[config.mk]
export PLATFORM = sky130hd
export DESIGN_NAME = line_pixel_serializer
export DESIGN_NICKNAME = d
export VERILOG_FILES = /design/src/rtl/lps_pkg.sv /design/src/rtl/lps_line_ctrl.sv /design/src/rtl/lps_word_unpacker.sv /design/src/rtl/lps_out_stage.sv /design/src/rtl/line_pixel_serializer.sv
export SDC_FILE = /design/constraint.sdc
export NUM_CORES = 1
export LEC_CHECK = 0
export BUFFER_PORTS_ARGS = -buffer_cell sky130_fd_sc_hd__buf_2
export CORE_MARGIN = 3
export CORE_UTILIZATION = 50
export CTS_CLUSTER_DIAMETER = 30
export DETAILED_ROUTE_END_ITERATION = 16
export PLACE_DENSITY = 0.79
export SYNTH_ARGS = -nofsm -noshare
export SYNTH_HDL_FRONTEND = slang
export SYNTH_SLANG_ARGS = --single-unit
export TNS_END_PERCENT = 30
[constraint.sdc]
create_clock -name clk -period 3.5 [get_ports clk]
set_clock_uncertainty 0.15 [all_clocks]
set_input_delay 0.7 -clock clk [delete_from_list [all_inputs] [get_ports clk]]
set_output_delay 0.7 -clock clk [all_outputs]
set_load 0.02 [all_outputs]
[src/rtl/lps_pkg.sv]
package lps_pkg;

  typedef enum logic [1:0] {
    ST_CFG  = 2'd0,
    ST_IDLE = 2'd1,
    ST_LINE = 2'd2
  } lps_state_e;

endpackage

[src/rtl/lps_line_ctrl.sv]
module lps_line_ctrl
  import lps_pkg::*;
#(
  parameter int CNT_W = 16,
  parameter int HOLD  = 4
) (
  input  logic             clk,
  input  logic             rst_n,
  input  logic             s_valid,
  input  logic [CNT_W-1:0] cfg_word,
  input  logic             line_start,
  output logic             in_cfg,
  output logic             line_active,
  output logic             pix_start,
  output logic             line_end,
  output logic [CNT_W-1:0] line_len
);

  localparam int PH_W = (HOLD > 1) ? $clog2(HOLD) : 1;
  localparam logic [PH_W-1:0] PH_LAST = PH_W'(HOLD - 1);

  lps_state_e       state_q;
  logic [CNT_W-1:0] len_q;
  logic [CNT_W-1:0] idx_q;
  logic [PH_W-1:0]  phase_q;

  logic begin_line;
  logic last_phase;
  logic last_pix;

  assign in_cfg      = (state_q == ST_CFG);
  assign line_active = (state_q == ST_LINE);
  assign line_len    = len_q;

  // a zero length never leaves idle
  assign begin_line = (state_q == ST_IDLE) && line_start && (len_q != '0);
  assign last_phase = line_active && (phase_q == PH_LAST);
  assign last_pix   = (idx_q == len_q - CNT_W'(1));

  assign pix_start = begin_line || (last_phase && !last_pix);
  assign line_end  = last_phase && last_pix;

  always_ff @(posedge clk) begin
    if (!rst_n) begin
      state_q <= ST_CFG;
      len_q   <= '0;
      idx_q   <= '0;
      phase_q <= '0;
    end else begin
      unique case (state_q)
        ST_CFG: begin
          if (s_valid) begin
            len_q   <= cfg_word;
            state_q <= ST_IDLE;
          end
        end
        ST_IDLE: begin
          if (begin_line) begin
            state_q <= ST_LINE;
            idx_q   <= '0;
            phase_q <= '0;
          end
        end
        ST_LINE: begin
          if (last_phase) begin
            phase_q <= '0;
            if (last_pix) state_q <= ST_IDLE;
            else          idx_q   <= idx_q + CNT_W'(1);
          end else begin
            phase_q <= phase_q + PH_W'(1);
          end
        end
        default: state_q <= ST_CFG;
      endcase
    end
  end

endmodule

[src/rtl/lps_word_unpacker.sv]
module lps_word_unpacker #(
  parameter int WORD_W = 32
) (
  input  logic              clk,
  input  logic              rst_n,
  input  logic              enable,
  input  logic [WORD_W-1:0] s_data,
  input  logic              s_valid,
  output logic              s_ready,
  input  logic              take,
  output logic              bit_ok,
  output logic              bit_val
);

  localparam int IDX_W = (WORD_W > 1) ? $clog2(WORD_W) : 1;
  localparam logic [IDX_W-1:0] IDX_LAST = IDX_W'(WORD_W - 1);

  logic [WORD_W-1:0] buf_q;
  logic [IDX_W-1:0]  idx_q;
  logic              full_q;
  logic              fire;

  assign s_ready = enable && !full_q;
  assign fire    = s_valid && s_ready;

  // an arriving word can serve the slot that begins on this very edge
  assign bit_ok  = full_q || fire;
  assign bit_val = full_q ? buf_q[idx_q] : s_data[0];

  always_ff @(posedge clk) begin
    if (!rst_n) begin
      buf_q  <= '0;
      idx_q  <= '0;
      full_q <= 1'b0;
    end else if (full_q) begin
      if (take) begin
        idx_q <= idx_q + IDX_W'(1);
        if (idx_q == IDX_LAST) full_q <= 1'b0;
      end
    end else if (fire) begin
      buf_q <= s_data;
      if (take) begin
        idx_q  <= IDX_W'(1);
        full_q <= (WORD_W > 1);
      end else begin
        idx_q  <= '0;
        full_q <= 1'b1;
      end
    end
  end

endmodule

[src/rtl/lps_out_stage.sv]
module lps_out_stage (
  input  logic clk,
  input  logic rst_n,
  input  logic pix_start,
  input  logic line_end,
  input  logic bit_ok,
  input  logic bit_val,
  output logic pix_out,
  output logic underrun
);

  always_ff @(posedge clk) begin
    if (!rst_n) begin
      pix_out  <= 1'b0;
      underrun <= 1'b0;
    end else if (pix_start) begin
      pix_out <= bit_ok & bit_val;
      if (!bit_ok) underrun <= 1'b1;
    end else if (line_end) begin
      pix_out <= 1'b0;
    end
  end

endmodule

[src/rtl/line_pixel_serializer.sv]
module line_pixel_serializer #(
  parameter int WORD_W = 32,
  parameter int CNT_W  = 16,
  parameter int HOLD   = 4
) (
  input  logic              clk,
  input  logic              rst_n,
  input  logic [WORD_W-1:0] s_data,
  input  logic              s_valid,
  output logic              s_ready,
  input  logic              line_start,
  output logic              pix_out,
  output logic              underrun
);

  logic             in_cfg;
  logic             line_active;
  logic             pix_start;
  logic             line_end;
  logic [CNT_W-1:0] line_len;
  logic             unpack_ready;
  logic             bit_ok;
  logic             bit_val;

  lps_line_ctrl #(
    .CNT_W(CNT_W),
    .HOLD (HOLD)
  ) i_ctrl (
    .clk        (clk),
    .rst_n      (rst_n),
    .s_valid    (s_valid),
    .cfg_word   (s_data[CNT_W-1:0]),
    .line_start (line_start),
    .in_cfg     (in_cfg),
    .line_active(line_active),
    .pix_start  (pix_start),
    .line_end   (line_end),
    .line_len   (line_len)
  );

  lps_word_unpacker #(
    .WORD_W(WORD_W)
  ) i_unpack (
    .clk    (clk),
    .rst_n  (rst_n),
    .enable (!in_cfg),
    .s_data (s_data),
    .s_valid(s_valid),
    .s_ready(unpack_ready),
    .take   (pix_start),
    .bit_ok (bit_ok),
    .bit_val(bit_val)
  );

  lps_out_stage i_out (
    .clk      (clk),
    .rst_n    (rst_n),
    .pix_start(pix_start),
    .line_end (line_end),
    .bit_ok   (bit_ok),
    .bit_val  (bit_val),
    .pix_out  (pix_out),
    .underrun (underrun)
  );

  assign s_ready = in_cfg | unpack_ready;

endmodule

==> out/metrics.csv <==
stage,metric,value,unit
final_layout,synthToLayoutAreaGrowth,9.94,%
timing,drv_slew,0,
drt,drtPass1Iterations,4,
cts,insertion_delay,0.35,ns
cts,numCtsBuffers,9,
final_layout,fin_nets,544,
floorplan,rows,32,
pwr,p_clk_frac,0.355,
pwr,power.leakage,1.58,nW
pwr,vdd_ir_drop_max,264,µV
setup_path,crit_required,3.57,ns
synthesis,netlist_area,0.00406,mm²
synthesis,syn_area_per_cell,8.47,µm²
drt,viasPerCell,5.66,
synthesis,async_flop_share,0,
floorplan,core_area,0.00781,mm²
synthesis,synth_simple_gate_area_frac,0.238,
synthesis,netlist.area_leader.share,0.374,
synthesis,ys_seq_area_frac,0.374,
floorplan,die_height,96.2,µm
synthesis,synth_nets,522,
run,maxCapViolCount,0,
synthesis,synthAdderAreaFrac,0.0185,
synthesis,yosysTopAreaCell,dfxtp_1,
synthesis,synthXorXnorAreaFrac,0.0345,
setup_path,path_max_fanout,39,
timing,rsz0062_at_grt,no,
floorplan,ios,39,
synthesis,synth-main-ff-cell,dfxtp_1,
setup_path,cpMaxStageDelayCell,or4_4,
timing,hold_viol,0,
cts,clk_pin_slew,0.08,ns
floorplan,initial_core_util,0.521,
global_route,grt_usage,0.211,
setup_path,ff2ff_setup_slack,0.33,ns
synthesis,muxShareOfSynthArea,0.0677,
cts,cts_sinks,76,
timing,slew_headroom,0.502,
cts,cts_tree,done,
global_route,grt_max_degree,51,
drt,wirelength,8950,µm
timing,min_period,3.17,ns
pwr,pwr_density_cell,429,mW/mm²
cts,post_cts_buffers,0,
timing,tightest_slew,0.747,ns
final_layout,antennaDiodeCount,0,
placed_design,hpwl,6570,µm
cts,clockBufferDepth,2,
global_route,grt_pass1_vias,3279,
worst_hold_path,hold_class,flop to flop,
synthesis,synth.area.top_cells,"dfxtp_1, nand2_1, a21boi_0",
pwr,comb_power_share,0.152,
drt,post-route-drc-count,0,
run_status,status,finished clean,
pwr,pwr-share-seq,0.494,
timing,min_period_over_period,0.907,
final_layout,multi_input_area,0.00237,mm²
drt,dr_total_vias,3449,
placed_design,post_dp_cell_area,0.00427,mm²
setup_path,arrival,3.24,ns
synthesis,synth_edf_count,0,
drt,ant_nets,0,
synthesis,synth_cells,480,
timing,setup_viol,0,
cts,ctsRootBufferMaster,clkbuf_8,
placed_design,io_buffers,38,
pwr,power.internal,1.37,mW
synthesis,synth-compound-area-share,0.223,
global_route,grt_overflow,0,
floorplan,dieWidth,96.2,µm
drt,wl_per_cell,14.7,µm
synthesis,synth_top_family_by_area,simple AND/OR/NAND/NOR gates,
drt,dr.first_iter.drc_count,144,
synthesis,ys_types,56,
pwr,switching_share,0.287,
cts,h-tree-depth,3,
final_layout,layout-drive-gt1-share,0.170,
final_layout,fillers,703,
global_route,grt_pass1_wl,15300,µm
setup_path,endpoint_kind,flop,
synthesis,synth_common_cells,"nand2_1, dfxtp_1, a21boi_0",
synthesis,ys_ff_latch,76,
setup_path,critPathMaxStageDelay,0.58,ns
synthesis,synth_most_common_cell,nand2_1,
setup_path,critical_path_class,flop to flop,
cts,cts_hold_buffers,0,
placed_design,gp_congestion,0.884,
setup_path,start_kind,flop,
placed_design,pre_cts_slack,0.352,ns
timing,tns,0,ns
cts,cts-resized-gates,0,
final_layout,fin_area,0.00447,mm²
pwr,power.switching,550,µW
final_layout,seq_area,0.00152,mm²
synthesis,ys.warnings.count,0,
floorplan,die_area,0.00925,mm²
timing,setup_ws,0.326,ns
setup_path,cp_cell_sequence,"or4_4, o41ai_1, o221a_2, o2111ai_1, a2111oi_4, o21a_4, or4_1, a21oi_2",
timing,fmaxAchievable,315,MHz
global_route,antenna_found_initial,0,
==> flip-flops by register name, indices dropped and copies added (netlist names) <==
signal / flops
i_unpack.full_q: 1
i_ctrl.idx_q: 16
i_ctrl.line_len: 16
i_unpack.buf_q: 32
i_unpack.idx_q: 5
i_ctrl.phase_q: 2
i_out.pix_out: 1
i_ctrl.state_q: 2
i_out.underrun: 1
==> worst paths after layout <==
check / start / to / cells after the start
max: i_ctrl.line_len[0]$_SDFFE_PN0P_ / i_ctrl.idx_q[12]$_SDFFE_PN0P_ / 8
min: i_unpack.buf_q[26]$_SDFFE_PN0P_ / i_unpack.buf_q[26]$_SDFFE_PN0P_ / 2
max reg2reg: i_ctrl.line_len[0]$_SDFFE_PN0P_ / i_ctrl.idx_q[12]$_SDFFE_PN0P_ / 8
min reg2reg: i_unpack.buf_q[26]$_SDFFE_PN0P_ / i_unpack.buf_q[26]$_SDFFE_PN0P_ / 2
==> cells by family (layout without fill, tap and decap cells) <==
group	Yosys count	count (layout)
muxes	15	15
AOI/OAI and AO/OA	123	123
xor gates and xnor gates	16	16
adders and majority gates	6	6
and+or+nand+nor	206	206
DFF	76	76
buffers and inverters	38	65
==> through the flow <==
stage,utilization,hold slack (ns),cells,total power [mW]
floorplan,-,0.290,480,1.18
global route,0.572,0.341,609,2.01
finish,0.572,0.316,609,1.91
detailed placement,0.547,0.307,593,1.25
global placement,0.547,0.298,593,1.25
CTS,0.572,0.320,609,1.93
==> placed cells by master, fill, tap and decap left out, drive strengths merged, types with 10 or more instances in the layout <==
master	netlist	layout
a21boi	51	51
o21ai	19	19
or3	12	12
nand2	123	123
mux4	10	10
buf	8	43
clkbuf	24	10
dfxtp	76	76
a21oi	19	19
nand3	12	12
nor2	10	10
==> cell type report <==
| class | count | area share |
|---|---|---|
| clock buffer | 10 | 0.0286 |
| clock inverter | 6 | 0.0162 |
| inverter | 6 | 0.00504 |
| multi-input combinational | 366 | 0.530 |
| sequential | 76 | 0.341 |
| tap | 102 | 0.0286 |
| timing repair buffer | 43 | 0.0510 |
==> worst max-delay path: cells and delay by family (launching register included) <==
kind,cells,cell delay [ns]
AO/OA/AOI/OAI,6,1.77
flip-flops,1,0.35
AND/OR/NAND/NOR,2,0.78
==> power by group through the flow <==
| stage | Sequential, mW | Combinational, mW | Clock [mW] |
|---|---|---|---|
| 2_1_floorplan | 0.946 | 0.233 | 0 |
| 4_1_cts | 0.945 | 0.290 | 0.696 |
| 5_1_grt | 0.952 | 0.326 | 0.734 |
| 3_3_place_gp | 0.963 | 0.283 | 0 |
| 6_report | 0.945 | 0.291 | 0.679 |
| 3_5_place_dp | 0.965 | 0.288 | 0 |
==> metal layers <==
metal,wire [µm],vias up,track usage,part of all wire
li1,-,1753,-,-
met1,3980,1600,0.261,0.44
met2,4410,77,0.357,0.49
met3,361,19,0.0453,0.040
met4,197,0,0.0782,0.022
met5,0,-,0,0
Note: power is estimated with default switching activity, not from simulation.
